<file path="src/rtl/blink_breath_engine.sv">
module blink_breath_engine #(
  parameter int BLINK_HALF_TICKS = 3,
  parameter int FADE_LOG2 = 2,
  parameter int DARK_LOG2 = 1
) (
  input  logic       clk,
  input  logic       rst_n,
  input  logic       tick,
  input  logic       blink_en,
  input  logic [2:0] blink_code,
  input  logic       led_blink_sel,
  input  logic       breath_en,
  input  logic [2:0] fade_out_code,
  input  logic [2:0] fade_in_code,
  input  logic [2:0] dark_code,
  input  logic       frame_change,
  input  logic [7:0] pwm_in,
  output logic       blink_gate,
  output logic       led_visible,
  output logic [7:0] scale,
  output logic       frame_swap,
  output logic [7:0] pwm_out
);
  localparam int BCW = $clog2(7 * BLINK_HALF_TICKS + 1);
  localparam int CW  = ((FADE_LOG2 > DARK_LOG2) ? FADE_LOG2 : DARK_LOG2) + 8;

  typedef enum logic [1:0] {S_IDLE, S_FADE_OUT, S_DARK, S_FADE_IN} bstate_t;

  // blink square wave
  logic [BCW-1:0] bcnt;
  logic [BCW-1:0] half_len;
  logic           wave;

  assign half_len = BCW'(blink_code) * BCW'(BLINK_HALF_TICKS);

  always_ff @(posedge clk or negedge rst_n) begin
    if (!rst_n) begin
      bcnt <= '0;
      wave <= 1'b1;
    end else if (!blink_en || blink_code == 3'd0) begin
      bcnt <= '0;
      wave <= 1'b1;
    end else if (tick) begin
      if (bcnt + BCW'(1) >= half_len) begin
        bcnt <= '0;
        wave <= ~wave;
      end else begin
        bcnt <= bcnt + BCW'(1);
      end
    end
  end

  assign blink_gate  = wave;
  assign led_visible = !(led_blink_sel && !wave);

  // breathing sequencer
  bstate_t       st;
  logic [CW-1:0] el;
  logic          pending;
  logic          swap_q;
  logic [4:0]    sh;
  logic [CW-1:0] dur;
  logic [CW+7:0] prod;
  logic [CW+7:0] ramp;
  logic [7:0]    ramp8;

  always_comb begin
    case (st)
      S_FADE_OUT: sh = 5'(FADE_LOG2) + 5'(fade_out_code);
      S_DARK:     sh = 5'(DARK_LOG2) + 5'(dark_code);
      S_FADE_IN:  sh = 5'(FADE_LOG2) + 5'(fade_in_code);
      default:    sh = 5'(FADE_LOG2);
    endcase
  end

  assign dur   = CW'(1) << sh;
  assign prod  = {8'd0, el} * (CW+8)'(255);
  assign ramp  = prod >> sh;
  assign ramp8 = (ramp > (CW+8)'(255)) ? 8'd255 : ramp[7:0];

  always_ff @(posedge clk or negedge rst_n) begin
    if (!rst_n) begin
      st      <= S_IDLE;
      el      <= '0;
      pending <= 1'b0;
      swap_q  <= 1'b0;
    end else begin
      swap_q <= 1'b0;
      if (st == S_IDLE) begin
        if (frame_change || pending) begin
          pending <= 1'b0;
          el      <= '0;
          if (breath_en) st <= S_FADE_OUT;
          else swap_q <= 1'b1;
        end
      end else begin
        if (frame_change) pending <= 1'b1;
        if (tick) begin
          if (el + CW'(1) >= dur) begin
            el <= '0;
            case (st)
              S_FADE_OUT: st <= S_DARK;
              S_DARK: begin
                st     <= S_FADE_IN;
                swap_q <= 1'b1;
              end
              default: st <= S_IDLE;
            endcase
          end else begin
            el <= el + CW'(1);
          end
        end
      end
    end
  end

  always_comb begin
    case (st)
      S_FADE_OUT: scale = 8'd255 - ramp8;
      S_DARK:     scale = 8'd0;
      S_FADE_IN:  scale = ramp8;
      default:    scale = 8'd255;
    endcase
  end

  assign frame_swap = swap_q;

  logic [16:0] pwm_prod;
  assign pwm_prod = {9'd0, pwm_in} * ({9'd0, scale} + 17'd1);
  assign pwm_out  = led_visible ? pwm_prod[15:8] : 8'd0;

  // checks
  assert_wave_holds_without_tick_R11: assert property (@(posedge clk) disable iff (!rst_n)
    (!$past(tick) && $past(blink_en) && $past(blink_code) != 3'd0) |-> $stable(wave));

  assert_fade_out_descends_R5: assert property (@(posedge clk) disable iff (!rst_n)
    (st == S_FADE_OUT && $past(st) == S_FADE_OUT && $stable(fade_out_code)) |-> scale <= $past(scale));

  assert_fade_in_rises_R7: assert property (@(posedge clk) disable iff (!rst_n)
    (st == S_FADE_IN && $past(st) == S_FADE_IN && $stable(fade_in_code)) |-> scale >= $past(scale));

  assert_pwm_not_boosted_R4: assert property (@(posedge clk) disable iff (!rst_n)
    pwm_out <= pwm_in);

  assert_swap_single_cycle_R6: assert property (@(posedge clk) disable iff (!rst_n)
    (frame_swap && !frame_change) |=> !frame_swap);
endmodule

</file>
<file path="config.mk">
export PLATFORM = sky130hd
export DESIGN_NAME = blink_breath_engine
export DESIGN_NICKNAME = d
export VERILOG_FILES = /design/src/rtl/blink_breath_engine.sv
export SDC_FILE = /design/constraint.sdc
export NUM_CORES = 1
export LEC_CHECK = 0
export BUFFER_PORTS_ARGS = -buffer_cell sky130_fd_sc_hd__buf_2
export CAP_MARGIN = 20
export CORE_ASPECT_RATIO = 0.75
export CORE_MARGIN = 1
export CORE_UTILIZATION = 45
export CTS_CLUSTER_SIZE = 25
export DETAILED_ROUTE_END_ITERATION = 8
export PLACE_DENSITY = 0.61
export SKIP_LAST_GASP = 1
export SLEW_MARGIN = 0
export SYNTH_ARGS = -nofsm -noshare
export SYNTH_HDL_FRONTEND = slang
export SYNTH_SLANG_ARGS = --single-unit
</file>
<file path="constraint.sdc">
create_clock -name clk -period 16.2 [get_ports clk]
set_clock_uncertainty 0.15 [all_clocks]
set_input_delay 1.62 -clock clk [delete_from_list [all_inputs] [get_ports clk]]
set_output_delay 1.62 -clock clk [all_outputs]
set_load 0.05 [all_outputs]
</file>
==> Yosys cells after proc, flatten, opt, wreduce, memory -nomap -nowiden <==
Cells that the tools add are included.
{ "classes": {"add_sub_neg": 7, "multipliers": 3, "magnitude_cmp": 3, "eq_ne": 5, "n_shift": 2, "n_mux": 29, "bitwise": 1, "n_reduce_logical": 17} }
{ "ops": {"columns": ["op", "count"], "rows": [
  ["two-way mux 10 bit", 4],
  ["one-hot mux 8 bit (3 select lines)", 1],
  ["greater-than comparator 18 x 8 -> 1 bit (second input constant)", 1],
  ["multiplier 10 x 8 -> 18 bit (second input constant)", 1],
  [">> shifter 18 x 5 -> 18 bit", 1],
  ["multiplier 8 x 9 -> 16 bit", 1],
  ["two-way mux 8 bit", 2],
  ["two-way mux 5 bit", 3],
  ["two-way mux 1 bit", 12],
  ["one-hot mux 4 bit (3 select lines)", 1],
  ["adder 10 x 1 -> 10 bit (second input constant)", 1],
  [">= comparator 10 bit", 1],
  ["two-way mux 2 bit", 5],
  ["nonzero test 2 bit", 5],
  ["left shift 1 x 5 -> 10 bit (first input constant)", 1],
  ["adder 8 x 1 -> 9 bit (second input constant)", 1],
  ["adder 2 x 3 -> 4 bit (first input constant)", 2],
  ["subtractor 8 bit (first input constant)", 1],
  ["AND reduction 2 bit", 3],
  ["adder 5 x 1 -> 5 bit (second input constant)", 1],
  [">= comparator 5 bit", 1],
  ["multiplier 3 x 2 -> 5 bit (second input constant)", 1],
  ["adder 1 x 3 -> 4 bit (first input constant)", 1],
  ["equality test 2 bit (second input constant)", 2],
  ["other kinds (11)", 14]
]} }
{ "word_totals": {"register_bits": 20, "output_inout_bits": 19, "elab_cells": 73} }

==> Longest topological paths before layout <==
Gate-level depths: netlist of run 1.
{ "logic_depth": {"word_depth": 10, "depth_mapped": 45, "depth_no_buf": 42} }

==> Least setup slack after synthesis of run 1 <==
No wires, ideal clock.
{ "synth_path": {"path_type": "register to output", "start": "reg el[7]", "end": "out pwm_out[1]", "t_arrival_ps": 11194, "t_required_ps": 14430, "slack_ps": 3236, "path_stages_with_launch": 39, "path_buffers": 0, "cell_sequence": "dfrtp_1 -> inv_1 -> fa_1 -> fa_1 -> inv_1 -> fa_1 -> inv_1 -> fa_1 -> inv_1 -> ha_1 -> and2_1 -> a221o_1 -> or2_2 -> o221ai_2 -> a32oi_1 -> a21oi_1 -> nand4b_1 -> a211oi_2 -> [3 not listed] -> ha_1 -> and3_1 -> nand3_1 -> xnor2_2 -> and2_1 -> fa_1 -> fa_1 -> fa_1 -> inv_1 -> fa_1 -> inv_1 -> ha_1 -> nor2_1 -> nand2_1 -> or2_2 -> o21ai_0 -> a31oi_1 -> a211oi_1"} }
{ "synth_via": {"elab_chain_cells": 9} }
{ "synth_rtl": {"columns": ["element", "line_no", "text"], "rows": [
  ["start: declaration", "58", "logic [CW-1:0] el;"],
  ["start signal: assignment", "110", "el <= el + CW'(1);"],
  ["multiplier 10 x 8 -> 18 bit *", "77", "assign prod = {8'd0, el} * (CW+8)'(255);"],
  [">> shifter 18 x 5 -> 18 bit *", "78", "assign ramp = prod >> sh;"],
  ["greater-than comparator 18 x 8 -> 1 bit", "79", "assign ramp8 = (ramp > (CW+8)'(255)) ? 8'd255 : ramp[7:0];"],
  ["two-way mux 8 bit *", "79", null],
  ["subtractor 8 bit", "119", "S_FADE_OUT: scale = 8'd255 - ramp8;"],
  ["one-hot mux 8 bit (3 select lines) *", "118", "case (st)"],
  ["named net scale[1]", "20", "output logic [7:0] scale,"],
  ["adder 8 x 1 -> 9 bit *", "129", "assign pwm_prod = {9'd0, pwm_in} * ({9'd0, scale} + 17'd1);"],
  ["multiplier 8 x 9 -> 16 bit *", "129", null],
  ["two-way mux 8 bit *", "130", "assign pwm_out = led_visible ? pwm_prod[15:8] : 8'd0;"],
  ["end: declaration", "22", "output logic [7:0] pwm_out"]
]} }
Mark *: on every way through the listed nets, which the timed path passes. The rest lies on a longest branch.

==> Worst setup path in the final report of run 1 <==
{ "layout_path": {"start": "reg el[6]", "end": "out pwm_out[6]"} }
{ "layout_via": {"elab_chain_cells": 9} }
{ "layout_rtl": {"columns": ["element", "line_no"], "rows": [
  ["multiplier 10 x 8 -> 18 bit *", "77"],
  [">> shifter 18 x 5 -> 18 bit *", "78"],
  ["greater-than comparator 18 x 8 -> 1 bit", "79"],
  ["two-way mux 8 bit *", "79"],
  ["subtractor 8 bit", "119"],
  ["one-hot mux 8 bit (3 select lines) *", "118"],
  ["adder 8 x 1 -> 9 bit *", "129"],
  ["multiplier 8 x 9 -> 16 bit *", "129"],
  ["two-way mux 8 bit *", "130"]
]} }
Every way passes the cells marked *; elsewhere a longest branch is shown, timed or not.

==> results.txt, run 1 <==
The worst setup path is captured at an output pin. The floorplan step defined a die boundary enclosing 17200 µm². The worst register-to-register path has a depth of 21.

The initial utilization of the core area, before any placement, comes to 46.4%. The number of buffers inserted by post-CTS setup repair was 0. The path with the worst hold slack has its endpoint at pending$_DFFE_PN0P_. In the synthesized netlist, mux cells make up 1.39% of the area. The run finished with clean final reports. The most frequently used flop master after synthesis is dfrtp_1. Clock-pin slew was measured on the worst setup and hold paths at 60 ps.

For the total count of hold-check failures in the final report, the log shows 0. Max-slew violation count: 0. STA classifies the critical path startpoint as a register. Detailed-route wire length per cell: 17.6 µm. The run gives 1111 as the non-filler instance count after layout. In the final design database the tool counted 1112 nets.

The tools report the critical hold path startpoint as pending$_DFFE_PN0P_. Counting every net in the synthesized netlist gives 1084. The detail route stage leaves a number of antenna-violating nets equal to 0. In this run the critical register-to-register path is captured at st[1]$_DFFE_PN0P_. The chip width is 151 µm. For this run, the top clock speed supported by timing is 0.0700 GHz.

Synthesized area divided by synthesized cell count: 8.58 µm². In this run the cell area of the synthesized design comes to 7500 µm². Among all stages on the critical path, the largest delay is contributed by a211oi_2. The dominant combinational cell family by area after synthesis is adder cells.

TritonCTS built the clock tree. The worst hold path cell count came out at 2. The maximum clock insertion buffer count came out at 2. Library cell with the largest summed area after synthesis: fa_1. On the final layout, the worst hold slack is 367 ps. Parity-gate share of the synthesized area counting xor and xnor cells: 4.79%. The share of async-settable or async-resettable flops after synthesis is 100%, and the final global-route overflow total is 0. The tool flagged a number of max-cap violations equal to 0. The run gives 6396 as the total via count in the routed design. The setup violation total in the final timing report is 0. Synthesis inferred 20 register bits. Setup repair after global routing left no endpoint under its margin.

The setup path with the least slack is of type register to output pin. The tools report the root buffer cell as clkbuf_16. The count of buffers added on input and output ports is 45. The critical path buffer and inverter count came out at 5.

In the final layout, the share of cells above drive strength 1 is 10.8%. By area the synthesized netlist is led by fa_1 (21%), ha_1 (17%), dfrtp_1 (6.3%). The number of clock buffers added by TritonCTS is 3. The logs give 0 for the number of gates resized after cts and 0 for the number of warning messages in the yosys log. The via count of the first global-routing pass was 6101. On the critical path the largest part of the delay comes from adder cells. The placed wire-length estimate after detailed placement was 16400 µm; the quantity of hold-fixing buffers added after cts was 0. Dividing the detail-routed via count by the number of cells gives 5.76. Including well taps, the total number of placed cells is 1107. TritonCTS sink count: 20. By count the netlist is led by inv_1 (121), ha_1 (104), fa_1 (79). The worst-path maximum fanout is 12, and the flop-to-flop setup slack is 10320 ps.

The clock period minus final worst setup slack was 14290 ps. The synthesized netlist devotes 38.5% of its cell area to adder and majority cells. In this run, the number of DRC markers left after iteration 0 of detailed routing was 475. The complex-gate fraction of the synthesized area was 20.3%; the insertion delay of the later-clocked pin in the worst-skew pair was 250 ps.

The first TritonRoute pass finished after 7 iterations. The H-tree depth reported by CTS was 1. In this run, distinct cell masters in the synthesized netlist total 89. The logs give 0 ps for the post-route setup TNS and 0 for the number of inserted diodes. The beginning of the worst register-to-register path was st[0]$_DFFE_PN0P_. Of the synthesized area, sequential elements account for 6.69%. The most frequent cell after synthesis was inv_1. Summing the areas of all and, or, nand and nor instances in the mapped netlist gives 19.9% of the synthesized area. The floorplan step defined a core boundary enclosing 16200 µm². After floorplanning, the core was divided into 40 placement rows. For the worst setup path, the data required time is 14430 ps.

The cell that appears most often on the critical path is fa_1. Maximum cell stage delay along the critical path: 870 ps. The first global-routing pass estimated 32800 µm of wire.

Number of top-level design ports: 46. At the pin with the least slew margin, the transition time is 990 ps. Summed over its instances, the top area cell type makes up 21.1% of the synthesized netlist area. Synthesis handed over a netlist of 874 instances. For the final weighted congestion in routability-driven placement, the log shows 0.952. The height of the chip is 114 µm. The type of the worst min-delay path is register to register. The tools report the number of antenna violations at the first check in global routing as 0.

The layout overhead on the synthesized area was 5.69%; the maximum number of pins on one net before global-route repair was 21. The logs give 0 for the number of design rule violations left after detail routing and 33.9% for the relative max-transition margin. After layout, the worst path uses 88.2% of the clock period. The data arrival at the endpoint of the critical path is 12520 ps. The final layout contains routed wiring with a total length of 19500 µm. The global router's overall resource usage is 24.1%, and the number of enable-type register cells in the synthesized netlist is 0.
per-stage QoR:
stage                     utilization, %  worst slack, ps  instance area, µm²
after global placement              48.4             2600                7820
final                               49.0             1910                7920
after CTS                           49.0             2070                7920
after global routing                49.0              983                7920
after detailed placement            48.4             2370                7820
after floorplan                        -             3240                7500
placed cells by master (no fill, tap or decap), types with 10 or more instances in the layout:
cell type,count
xnor2_1,21
fa_1,79
o21ai_0,25
nand2b_1,12
xor2_1,10
nand4_1,10
dfrtp_1,19
inv_1,121
nor2_1,46
nor3_1,17
a21oi_1,39
ha_1,104
nand3_1,19
buf_2,45
nand2_1,66
nor2b_1,15
and2_1,53
a21o_1,17
a32o_1,14
a211oi_1,17
layout make-up:
type | count | area, µm²
clock buffer | 3 | 75.1
multi-input combinational | 709 | 6360
clock inverter | 1 | 30.0
inverter | 122 | 458
timing repair buffer | 46 | 233
fill | 1583 | 8240
tap | 210 | 263
sequential | 20 | 502
tightest hold or removal path, cell delays in order (launching register included):
cell and delay, ps:
dfrtp_1 320, nor2_1 60, nor2_1 90
cell families (layout without fill, tap and decap cells):
logic type / after synthesis / after routing
AOI/OAI and AO/OA: 199 / 199
adders and majority gates: 183 / 183
xor gates and xnor gates: 36 / 36
buffers and inverters: 145 / 172
DFF: 20 / 20
and+or+nand+nor: 281 / 281
muxes: 10 / 10
layer usage:
layer / track usage (%) / wire length (µm) / vias to the layer above
li1: - / - / 3101
met1: 41.5 / 10500 / 3049
met2: 31.2 / 7340 / 238
met3: 3.60 / 1530 / 8
met4: 2.47 / 95 / 0
met5: 0 / 0 / -
registers in the layout (all words and copies together) (netlist names):
register and cells:
blink_gate 1, bcnt 5, frame_swap 1, pending 1, el 10, st 2
how the worst max path moves through the flow:
stage	startpoint	slack, ps	cells past startpoint	end
5_1_grt	el[3]$_DFFE_PN0P_	980	42	pwm_out[6]
6_report	el[6]$_DFFE_PN0P_	1910	40	pwm_out[6]
2_1_floorplan	el[7]$_DFFE_PN0P_	3240	38	pwm_out[1]
4_1_cts	el[6]$_DFFE_PN0P_	2070	39	pwm_out[6]
3_3_place_gp	el[7]$_DFFE_PN0P_	2600	41	pwm_out[6]
3_5_place_dp	el[6]$_DFFE_PN0P_	2370	39	pwm_out[6]
Power of run 1 is not shown: default switching activity piles up to over one toggle a cycle in this logic, so the estimate is an artifact.
==> run 2: changes to the inputs <==
--- a/config.mk
+++ b/config.mk
@@ -5,6 +5,7 @@
 export SDC_FILE = /design/constraint.sdc
 export NUM_CORES = 1
 export LEC_CHECK = 0
+export ABC_AREA = 1
 export BUFFER_PORTS_ARGS = -buffer_cell sky130_fd_sc_hd__buf_2
 export CAP_MARGIN = 20
 export CORE_ASPECT_RATIO = 0.75
==> run 2 against run 1 <==
The flow now finishes with violations (DRC); global-route usage shrank 1.7 points; cell count grew 19%; setup slack gained 2100 ps; fmax grew 17%; non-clock buffer count shrank 1; flip-flop and latch count is the same; highest routed layer unchanged.
==> results.txt, run 2 <==
The run finished, with violations left. The final reports fail on DRC. Averaged over all synthesized cells, the footprint is 7.04 µm².

The adder-cell area share of the yosys netlist works out to 38.0%. The largest registers in the layout are el x10, bcnt x5, st x2. The period utilization is 75.2%. Counting along the longest clock path gives a buffer depth of 2. Register containing the most flip-flops in the final layout: el. The initial core utilization was 46.7%.

Compared with the post-synthesis result, the final layout area differs by 6.24%. The core region is 16300 µm². The final global-route overflow total was 0. TritonCTS built the clock tree. The floorplan step defined a die boundary enclosing 17400 µm².

Detailed-route wire length per cell: 14.1 µm. The die is 115 µm tall. Once the clock tree was built, the setup fixing pass inserted 0 buffers.

The tools report the first-pass GRT wire length as 31800 µm. Sequential cells were found to cover 6.61% of the synthesized design area. The library cell with the largest summed area after synthesis is fa_1.

The number of enable-type register cells in the synthesized netlist is 0. The tools report the via count of the first global-routing pass as 6294. For the pin with the worst max-slew slack, the measured transition is 796 ps. The die is 152 µm wide. The root buffer cell chosen for the clock tree is clkbuf_16. The insertion delay of the later-clocked pin in the worst-skew pair was 250 ps; the total via count in the routed design was 6773. For this run, design rule violations remaining after detail routing come to 7. Leaving out fill and tap cells, the most frequent cell in the layout is nand2_1. The type of the worst min-delay path was register to register. Synthesis produced 1079 cells. The dominant combinational cell family by area after synthesis is adder cells. The DRC marker count from the first detailed-route iteration was 408; the count of buffers from port buffering was 45. The tools report the placed wire-length estimate after detailed placement as 16600 µm. After filler insertion, the fill cell instance count of the layout stands at 1671.

Total count of hold-check failures in the final report: 0. The worst-path maximum fanout was 8. When the netlist entered floorplanning its net count stood at 1289. The share of cells above drive strength 1 is 9.97%. The worst setup path is captured at an output pin. The logs give 46.8% for the relative max-transition margin and 1324 for the total number of nets in the final design. After routing, the total negative slack on setup checks comes to 0 ps. The number of nets still failing antenna checks after routing is 0.

Yosys attributes the largest share of cell area to fa_1 (21%), ha_1 (17%), nand2_1 (12%). The max-slew violation count was 0; the TritonCTS buffer count was 3. The number of top-level design ports is 46. After detailed routing, the number of vias per cell comes to 5.12. After synthesis, the largest area contributor takes up 20.8% of total cell area. Summing all non-filler instances in the final layout gives an area of 8070 µm². The run gives 0 as the number of violations of the max-capacitance limit. For this run, the number of Yosys warnings is 0. The worst setup path is of the register to output pin kind.

After Yosys synthesis, XOR and XNOR cells account for 3.79% of the synthesized area. The upper clock frequency limit was 0.0821 GHz. The maximum number of pins on one net before global-route repair is 25, and the share of async-settable or async-resettable flops after synthesis is 100%. The congestion estimate from routability-driven global placement came to 0.926.

After clock tree synthesis, the repair step resized 0 gates. For this run, the share of the core covered by cells in the final layout is 49.6%. After detailed placement, the total cell area comes to 7990 µm². Synthesis inferred 20 register bits. Clock-pin slew was measured on the worst setup and hold paths at 50 ps.

For the worst setup path, the data arrival time is 10420 ps. Summing the areas of all compound-gate instances in the mapped netlist gives 7.56% of the synthesized area. H-tree depth reported by CTS: 1. The tools report the global router's overall resource usage as 22.5%. Setup repair after global routing left no endpoint under its margin. The simple logic cell fraction of the synthesized area came out at 31.8%. The most frequent cell after synthesis was nand2_1.

In the synthesized netlist the dominant register cell turns out to be dfrtp_1. By count the netlist is led by nand2_1 (235), inv_1 (211), nand3_1 (106). At the worst endpoint, the required time is 14430 ps.

STA classifies the critical path startpoint as a register. On the critical path, the stage with the largest delay is an instance of fa_1. The number of flip-flops in the largest register was 10. Buffers inserted to repair hold after CTS numbered 0. The portion of netlist area occupied by mux cells came out at 0%.

The cell area after synthesis came out at 7590 µm². The first TritonRoute pass finished after 7 iterations. Setup violations remaining at the end of the flow were counted as 0. In this run the core area contains 40 standard-cell rows. In this design, the stage delay of the slowest critical-path cell is 560 ps.

Number of inserted diodes: 0. The number of distinct library cells after synthesis is 47. The number of antenna violations at the first check in global routing was 0; the clock period minus final worst setup slack was 12190 ps. The library cells used most frequently in the layout, excluding fill and tap cells, are nand2_1 (235), inv_1 (211), nand3_1 (106). Aggregate routed wire length: 18600 µm. The TritonCTS sink count is 20.
==> run 2: cell count changes in the layout (fill, tap and decap cells not counted), sizes merged, moves of 14 or more <==
cell and delta:
a211oi -22, nand3 +99, xnor2 -14, inv +103, nor2b -15, and2 -52, nand2 +182, nor2 +56
a21o -16
==> run 2: metal layers <==
| metal | vias up | track usage (%) | routed length [µm] |
|---|---|---|---|
| met3 | 8 | 2.16 | 1090 |
| li1 | 3491 | - | - |
| met5 | - | 0 | 0 |
| met2 | 167 | 30.2 | 6750 |
| met4 | 0 | 1.63 | 72 |
| met1 | 3107 | 38.4 | 10700 |
==> run 2: layout make-up <==
class / instances / area (µm²) / share of cell area, %
inverters: 224 / 841 / 10.4
flip-flops and latches: 20 / 502 / 6.22
multi-input cells: 820 / 6160 / 76.3
well taps: 210 / 263 / 3.26
clock buffers: 4 / 78.8 / 0.977
repair buffers: 45 / 225 / 2.79
==> run 2: cell families (layout without fill, tap and decap cells) <==
group / count (synthesis) / after routing
AO/OA/AOI/OAI: 95 / 95
XOR/XNOR: 29 / 29
adder cells (fa/ha/maj): 183 / 183
buffers and inverters: 239 / 273
flip-flops: 20 / 20
AND/OR/NAND/NOR: 513 / 513
==> run 2: path summary, 6_finish.rpt <==
check / from / to / slack [ps] / cells past startpoint
worst max-delay path: el[7]$_DFFE_PN0P_ / pwm_out[7] / 4010 / 45
worst min-delay path: pending$_DFFE_PN0P_ / pending$_DFFE_PN0P_ / 350 / 2
worst max register to register: st[0]$_DFFE_PN0P_ / st[0]$_DFFE_PN0P_ / 11000 / 22
worst min register to register: pending$_DFFE_PN0P_ / pending$_DFFE_PN0P_ / 350 / 2
max in group asynchronous: rst_n / blink_gate$_DFFE_PN1P_ / 14410 / 1
min in group asynchronous: rst_n / frame_swap$_DFF_PN0_ / 1160 / 1
==> run 2: per-stage QoR <==
| stage | setup WS, ps | std cells | hold WS (ps) |
|---|---|---|---|
| 2_1_floorplan | 4640 | 1079 | 309 |
| 3_3_place_gp | 4330 | 1319 | 331 |
| 3_5_place_dp | 4330 | 1319 | 344 |
| 4_1_cts | 4050 | 1323 | 355 |
| 5_1_grt | 3220 | 1323 | 408 |
| 6_report | 4010 | 1323 | 349 |
==> run 2: critical path, delay by kind of cell (launching register included) <==
kind,cells,cell delay [ps]
flip-flops,1,480
XOR/XNOR,1,410
AND/OR/NAND/NOR,19,2100
buffers and inverters,8,760
adder cells (fa/ha/maj),11,5150
AO/OA/AOI/OAI,6,1220
Power of run 2 is left out for the same reason.
